**config.mk**
```make
export PLATFORM = sky130hd
export DESIGN_NAME = morse_elem_clk
export DESIGN_NICKNAME = d
export VERILOG_FILES = /design/src/rtl/morse_clk_pkg.sv /design/src/rtl/speed_clamp.sv /design/src/rtl/period_lut.sv /design/src/rtl/elem_divider.sv /design/src/rtl/morse_elem_clk.sv
export SDC_FILE = /design/constraint.sdc
export NUM_CORES = 1
export LEC_CHECK = 0
export ABC_AREA = 1
export BUFFER_PORTS_ARGS = -buffer_cell sky130_fd_sc_hd__buf_2
export CAP_MARGIN = 20
export CORE_ASPECT_RATIO = 1.25
export CORE_UTILIZATION = 50
export CTS_BUF_LIST = sky130_fd_sc_hd__clkbuf_4 sky130_fd_sc_hd__clkbuf_8 sky130_fd_sc_hd__clkbuf_16
export CTS_CLUSTER_DIAMETER = 40
export DETAILED_ROUTE_END_ITERATION = 10
export PLACE_DENSITY = 0.68
export SYNTH_ARGS = -nofsm -noshare
export SYNTH_HDL_FRONTEND = slang
export SYNTH_SLANG_ARGS = --single-unit
```
**constraint.sdc**
```tcl
create_clock -name clk -period 2.6 [get_ports clk]
set_input_delay 0.26 -clock clk [delete_from_list [all_inputs] [get_ports clk]]
set_output_delay 0.26 -clock clk [all_outputs]
set_load 0.02 [all_outputs]
```
**src/rtl/morse_clk_pkg.sv**
```systemverilog
package morse_clk_pkg;

    localparam int WPM_MIN   = 10;
    localparam int WPM_MAX   = 26;
    localparam int WPM_STEPS = WPM_MAX - WPM_MIN + 1;

    typedef logic [4:0] wpm_sel_t;
    typedef logic [4:0] speed_idx_t;

    // Element length in clock cycles: 1.2 s / wpm == 6 / (5 * wpm) s
    function automatic longint elem_cycles(longint clk_hz, int wpm);
        return (clk_hz * 64'd6) / (64'd5 * longint'(wpm));
    endfunction

    // Width that holds the slowest (longest) element period
    function automatic int period_width(longint clk_hz);
        return $clog2(elem_cycles(clk_hz, WPM_MIN) + 1);
    endfunction

endpackage

```
**src/rtl/speed_clamp.sv**
```systemverilog
module speed_clamp
    import morse_clk_pkg::*;
(
    input  wpm_sel_t   raw_sel,
    output speed_idx_t idx
);

    always_comb begin
        if (raw_sel < 5'(WPM_MIN))
            idx = '0;
        else if (raw_sel > 5'(WPM_MAX))
            idx = 5'(WPM_STEPS - 1);
        else
            idx = raw_sel - 5'(WPM_MIN);
    end

endmodule

```
**src/rtl/period_lut.sv**
```systemverilog
module period_lut
    import morse_clk_pkg::*;
#(
    parameter longint CLK_HZ = 50_000_000,
    parameter int     PER_W  = 23
) (
    input  speed_idx_t       idx,
    output logic [PER_W-1:0] period
);

    logic [PER_W-1:0] tbl [WPM_STEPS];

    for (genvar g = 0; g < WPM_STEPS; g++) begin : g_entry
        assign tbl[g] = PER_W'(elem_cycles(CLK_HZ, WPM_MIN + g));
    end

    assign period = (idx < 5'(WPM_STEPS)) ? tbl[idx] : tbl[WPM_STEPS-1];

    // the clamp stage must never hand an out-of-table index here
    always_comb begin
        a_idx_legal_r3: assert (idx < 5'(WPM_STEPS));
    end

endmodule

```
**src/rtl/elem_divider.sv**
```systemverilog
module elem_divider #(
    parameter int PER_W = 23,
    parameter int CNT_W = 8
) (
    input  logic             clk,
    input  logic             rst,
    input  logic             req,
    input  logic [PER_W-1:0] period_next,
    output logic             tick_o,
    output logic [CNT_W-1:0] elem_o
);

    logic [PER_W-1:0] cnt_q;
    logic [PER_W-1:0] term_q;
    logic             req_q;
    logic             tick_q;
    logic [CNT_W-1:0] elem_q;

    logic [PER_W-1:0] cnt_base;
    logic [CNT_W-1:0] elem_base;
    logic             at_end;

    // A fresh request behaves as if the divider and count were zero
    assign cnt_base  = req_q ? cnt_q  : '0;
    assign elem_base = req_q ? elem_q : '0;
    assign at_end    = (cnt_base == term_q - 1'b1);

    always_ff @(posedge clk) begin
        if (rst) begin
            cnt_q  <= '0;
            term_q <= period_next;
            req_q  <= 1'b0;
            tick_q <= 1'b0;
            elem_q <= '0;
        end else begin
            req_q <= req;
            if (!req) begin
                cnt_q  <= '0;
                tick_q <= 1'b0;
                term_q <= period_next;
            end else if (at_end) begin
                cnt_q  <= '0;
                tick_q <= 1'b1;
                elem_q <= elem_base + 1'b1;
                term_q <= period_next;
            end else begin
                cnt_q  <= cnt_base + 1'b1;
                tick_q <= 1'b0;
                elem_q <= elem_base;
            end
        end
    end

    assign tick_o = tick_q;
    assign elem_o = elem_q;

    p_tick_needs_req_r4: assert property (@(posedge clk) disable iff (rst)
        tick_q |-> req_q);

    p_idle_clear_r4: assert property (@(posedge clk) disable iff (rst)
        !req_q |-> (cnt_q == '0));

    p_tick_pulse_r2: assert property (@(posedge clk) disable iff (rst)
        tick_q |=> !tick_q);

    p_cnt_bound_r1: assert property (@(posedge clk) disable iff (rst)
        cnt_q < term_q);

    p_term_boundary_r6: assert property (@(posedge clk) disable iff (rst)
        !$stable(term_q) |-> (tick_q || !req_q));

    p_elem_step_r5: assert property (@(posedge clk) disable iff (rst)
        (tick_q && $past(req_q)) |-> (elem_q == CNT_W'($past(elem_q) + 1'b1)));

endmodule

```
**src/rtl/morse_elem_clk.sv**
```systemverilog
module morse_elem_clk
    import morse_clk_pkg::*;
#(
    parameter longint CLK_HZ = 50_000_000,
    parameter int     CNT_W  = 8
) (
    input  logic             clk,
    input  logic             rst,
    input  logic             req,
    input  logic [4:0]       wpm_sel,
    output logic             tick,
    output logic [CNT_W-1:0] elem_count
);

    localparam int PER_W = period_width(CLK_HZ);

    speed_idx_t       idx;
    logic [PER_W-1:0] period;

    speed_clamp u_clamp (
        .raw_sel (wpm_sel),
        .idx     (idx)
    );

    period_lut #(
        .CLK_HZ (CLK_HZ),
        .PER_W  (PER_W)
    ) u_lut (
        .idx    (idx),
        .period (period)
    );

    elem_divider #(
        .PER_W (PER_W),
        .CNT_W (CNT_W)
    ) u_div (
        .clk         (clk),
        .rst         (rst),
        .req         (req),
        .period_next (period),
        .tick_o      (tick),
        .elem_o      (elem_count)
    );

endmodule

```
==> flow_summary.ini <==
[outcome]
status = completed

[clocking]
cts-root-buf = clkbuf_8
cts_tree = yes
ctsHoldBuffers = 0
cts_htree_levels = 2
clock_sinks = 56
cts-buffers-inserted = 5
cts_buffer_depth = 2
clk_latency_ps = 320
clk_pin_slew_ps = 100

[worst_setup_path]
required_ps = 2630
reg2reg_from = u_div.term_q[1]
rrSetupSlack_ps = 160
reg2reg_depth = 13
startpoint_type = register
arrival_ps = 2470
crit_type = register to register
end_kind = register
crit_path_max_fanout = 23
timing.rr.end = u_div.term_q[21]

[logic_synthesis]
synth_seq_area_share_pct = 30.56
synth_top_area_share_pct = 15.62
netlist_instances = 670
ys_top_cells_by_area = edfxtp_1 (16%), nand2_1 (15%), dfxtp_1 (15%), nor2_1 (7.6%), inv_1 (7.4%)
synth-edff-count = 23
ys.flop_type = dfxtp_1
synth_common_cells = nand2_1 (180), nor2_1 (89), inv_1 (87), nand3_1 (58), dfxtp_1 (33)
synth_most_common_cell = nand2_1
synth_area_um2 = 4422
synth_xor_area_share_pct = 4.952
synth_top_family_by_area = simple AND/OR/NAND/NOR gates
synthMuxAreaShare_pct = 0
synth_fa_ha_area_share_pct = 3.679
synthSimpleGateAreaFrac_pct = 42.25
synth-async-reset-ratio_pct = 0
yosysWarnings = 0
avgSynthCellArea_um2 = 6.600
synth_compound_area_share_pct = 9.140
synth_seq_cells = 56
synthesis.nets = 691
synth_cell_types = 41
yosys.area.top_type = edfxtp_1

[die]
rows = 38
coreArea_um2 = 8653
pin_count = 17
die_area_um2 = 9226
start_util_pct = 51.10
die_h_um = 107.1
die_x_um = 86.11

[sta]
drv_slew = 0
fin_crit_sh_pct = 93.78
setup_viol = 0
timing.hold.ws_ps = 146.0
timing.fmax_ghz = 0.4101
fin_crit_ps = 2438
fin_worst_skew_ps = 7.474
tightestPinTransition_ps = 422.0
finalHoldViolations = 0
max_slew_margin_pct = 71.65

[detailed_routing]
detail-route-antenna-nets = 0
wl_met3_um = 470
wl_per_cell_um = 14.24
wl_met1_mm = 4.644
highest_layer = met4
drt-total-wl_mm = 11.81
drt_iter0_drc = 268
num_vias = 4421
drc = 0
dr.pass1.iters = 5
routed_via_density = 5.333
wl_met2_mm = 6.031

[finish]
drive_gt1_share_pct = 14.95
fin_nets = 729
fillers = 861
stdcell_count = 829
diodes = 0
syn_to_final_growth_pct = 12.59

[pwr]
seq_power_share_pct = 46.9
swShare_pct = 33.68
power.share.clock_pct = 24.9
pwr-share-comb_pct = 28.2
ir_drop_uv = 224.2
power.internal_mw = 1.484
switchingPower_mw = 0.7538
p_per_area_nw_per_um2 = 449.6
totalPowerFinal_mw = 2.238
power_leakage_nw = 2.152

[worst_hold_path]
hold_start = rst
hold_end = u_div.elem_o[6]
whs_path_depth = 2
hold_class = input port to register

[global_route]
antenna_found_initial = 0
grt_pass1_vias = 4203
track_usage_pct = 26.47
gr-total-overflow = 0
grt_pass1_wl_mm = 19.18
grt_max_degree = 47

[job]
drv_cap = 0

[place]
gp_congestion = 0.9557
io_buffer_count = 16
hpwl_mm = 9.180
placed_cells = 811
-- flip-flops by register name (all words and copies together), names as in the netlist --
register      count
u_div.cnt_q      23
u_div.term_q     23
u_div.elem_o      8
u_div.req_q       1
u_div.tick_o      1
-- cell usage in the layout, fill, tap and decap left out, types with 5 or more instances in the layout --
cell / netlist / layout
nand2_1: 180 / 177
inv_1: 87 / 86
nor2_1: 89 / 82
nand3_1: 58 / 58
dfxtp_1: 33 / 33
a21oi_1: 32 / 32
edfxtp_1: 23 / 23
o21ai_0: 21 / 21
buf_4: 0 / 20
nand4_1: 18 / 18
xor2_1: 18 / 18
buf_2: 0 / 16
nor2_4: 8 / 12
nor2_2: 8 / 12
ha_1: 13 / 12
nand2_2: 8 / 10
or2_2: 10 / 10
nor3_1: 8 / 8
xnor2_1: 7 / 7
clkbuf_8: 0 / 5
-- layer usage --
layer  global-route usage (%)  vias to the layer above
met4                    16.55                        0
met1                    27.82                     2000
li1                         -                     2243
met3                    3.156                       46
met2                    49.26                      132
met5                        0                        -
-- power by group through the flow --
stage	combinational (mW)	clock (mW)	sequential, mW
5_1_grt	0.714	0.608	1.06
3_5_place_dp	0.570	0	1.06
2_1_floorplan	0.425	0	1.04
4_1_cts	0.573	0.578	1.04
6_report	0.630	0.557	1.05
3_3_place_gp	0.563	0	1.06
-- per-stage QoR --
step           setup WS (ps)  TNS, ps  util [%]  cell area, um2
2_1_floorplan          300.1        0         -            4422
3_3_place_gp           113.7        0     54.35            4703
3_5_place_dp           17.89        0     54.35            4703
4_1_cts                22.71        0     55.61            4812
5_1_grt               -1.998   -14.49     57.53            4979
6_report               161.8        0     57.53            4979
-- timing repair --
item | CTS | global route
resized for setup | 0 | 20
buffers inserted | 0 | 8
setup endpoints to repair | 0 | 52
-- final cells by class --
cell class | count | area, um2 | share of cell area, %
clock buffer | 8 | 108.9 | 2.186
inverter | 90 | 337.8 | 6.786
multi-input combinational | 516 | 2728 | 54.79
sequential | 56 | 1351 | 27.14
tap | 120 | 150.1 | 3.016
timing repair buffer | 39 | 302.8 | 6.082
-- critical path, stage by stage (launching register included) --
cell and delay [ps]:
edfxtp_1 410, buf_4 160, nor2_4 120, nand2_4 110
nor2_4 180, nand2_1 110, nand3_1 130, nand2_1 70
nor2_1 120, nand3_1 140, nor2_4 150, nand3_2 120
nand2_4 140, buf_16 180
-- kinds of logic after synthesis --
logic type	Yosys count
xor+xnor	25
simple gates	405
flops	56
compound gates	72
fa+ha+maj	13
buf+inv	99
-- worst max path at each step --
stage / startpoint / endpoint / slack [ps] / cells after the start
floorplan: u_div.term_q[0] / u_div.term_q[0] / 300 / 15
global placement: wpm_sel[1] / u_div.term_q[13] / 110 / 10
detailed placement: wpm_sel[1] / u_div.term_q[13] / 20 / 10
CTS: u_div.term_q[0] / u_div.term_q[12] / 20 / 15
global route: u_div.term_q[1] / u_div.term_q[21] / -2 / 13
finish: u_div.term_q[1] / u_div.term_q[21] / 160 / 13
Note: power is estimated with default switching activity, not from simulation.
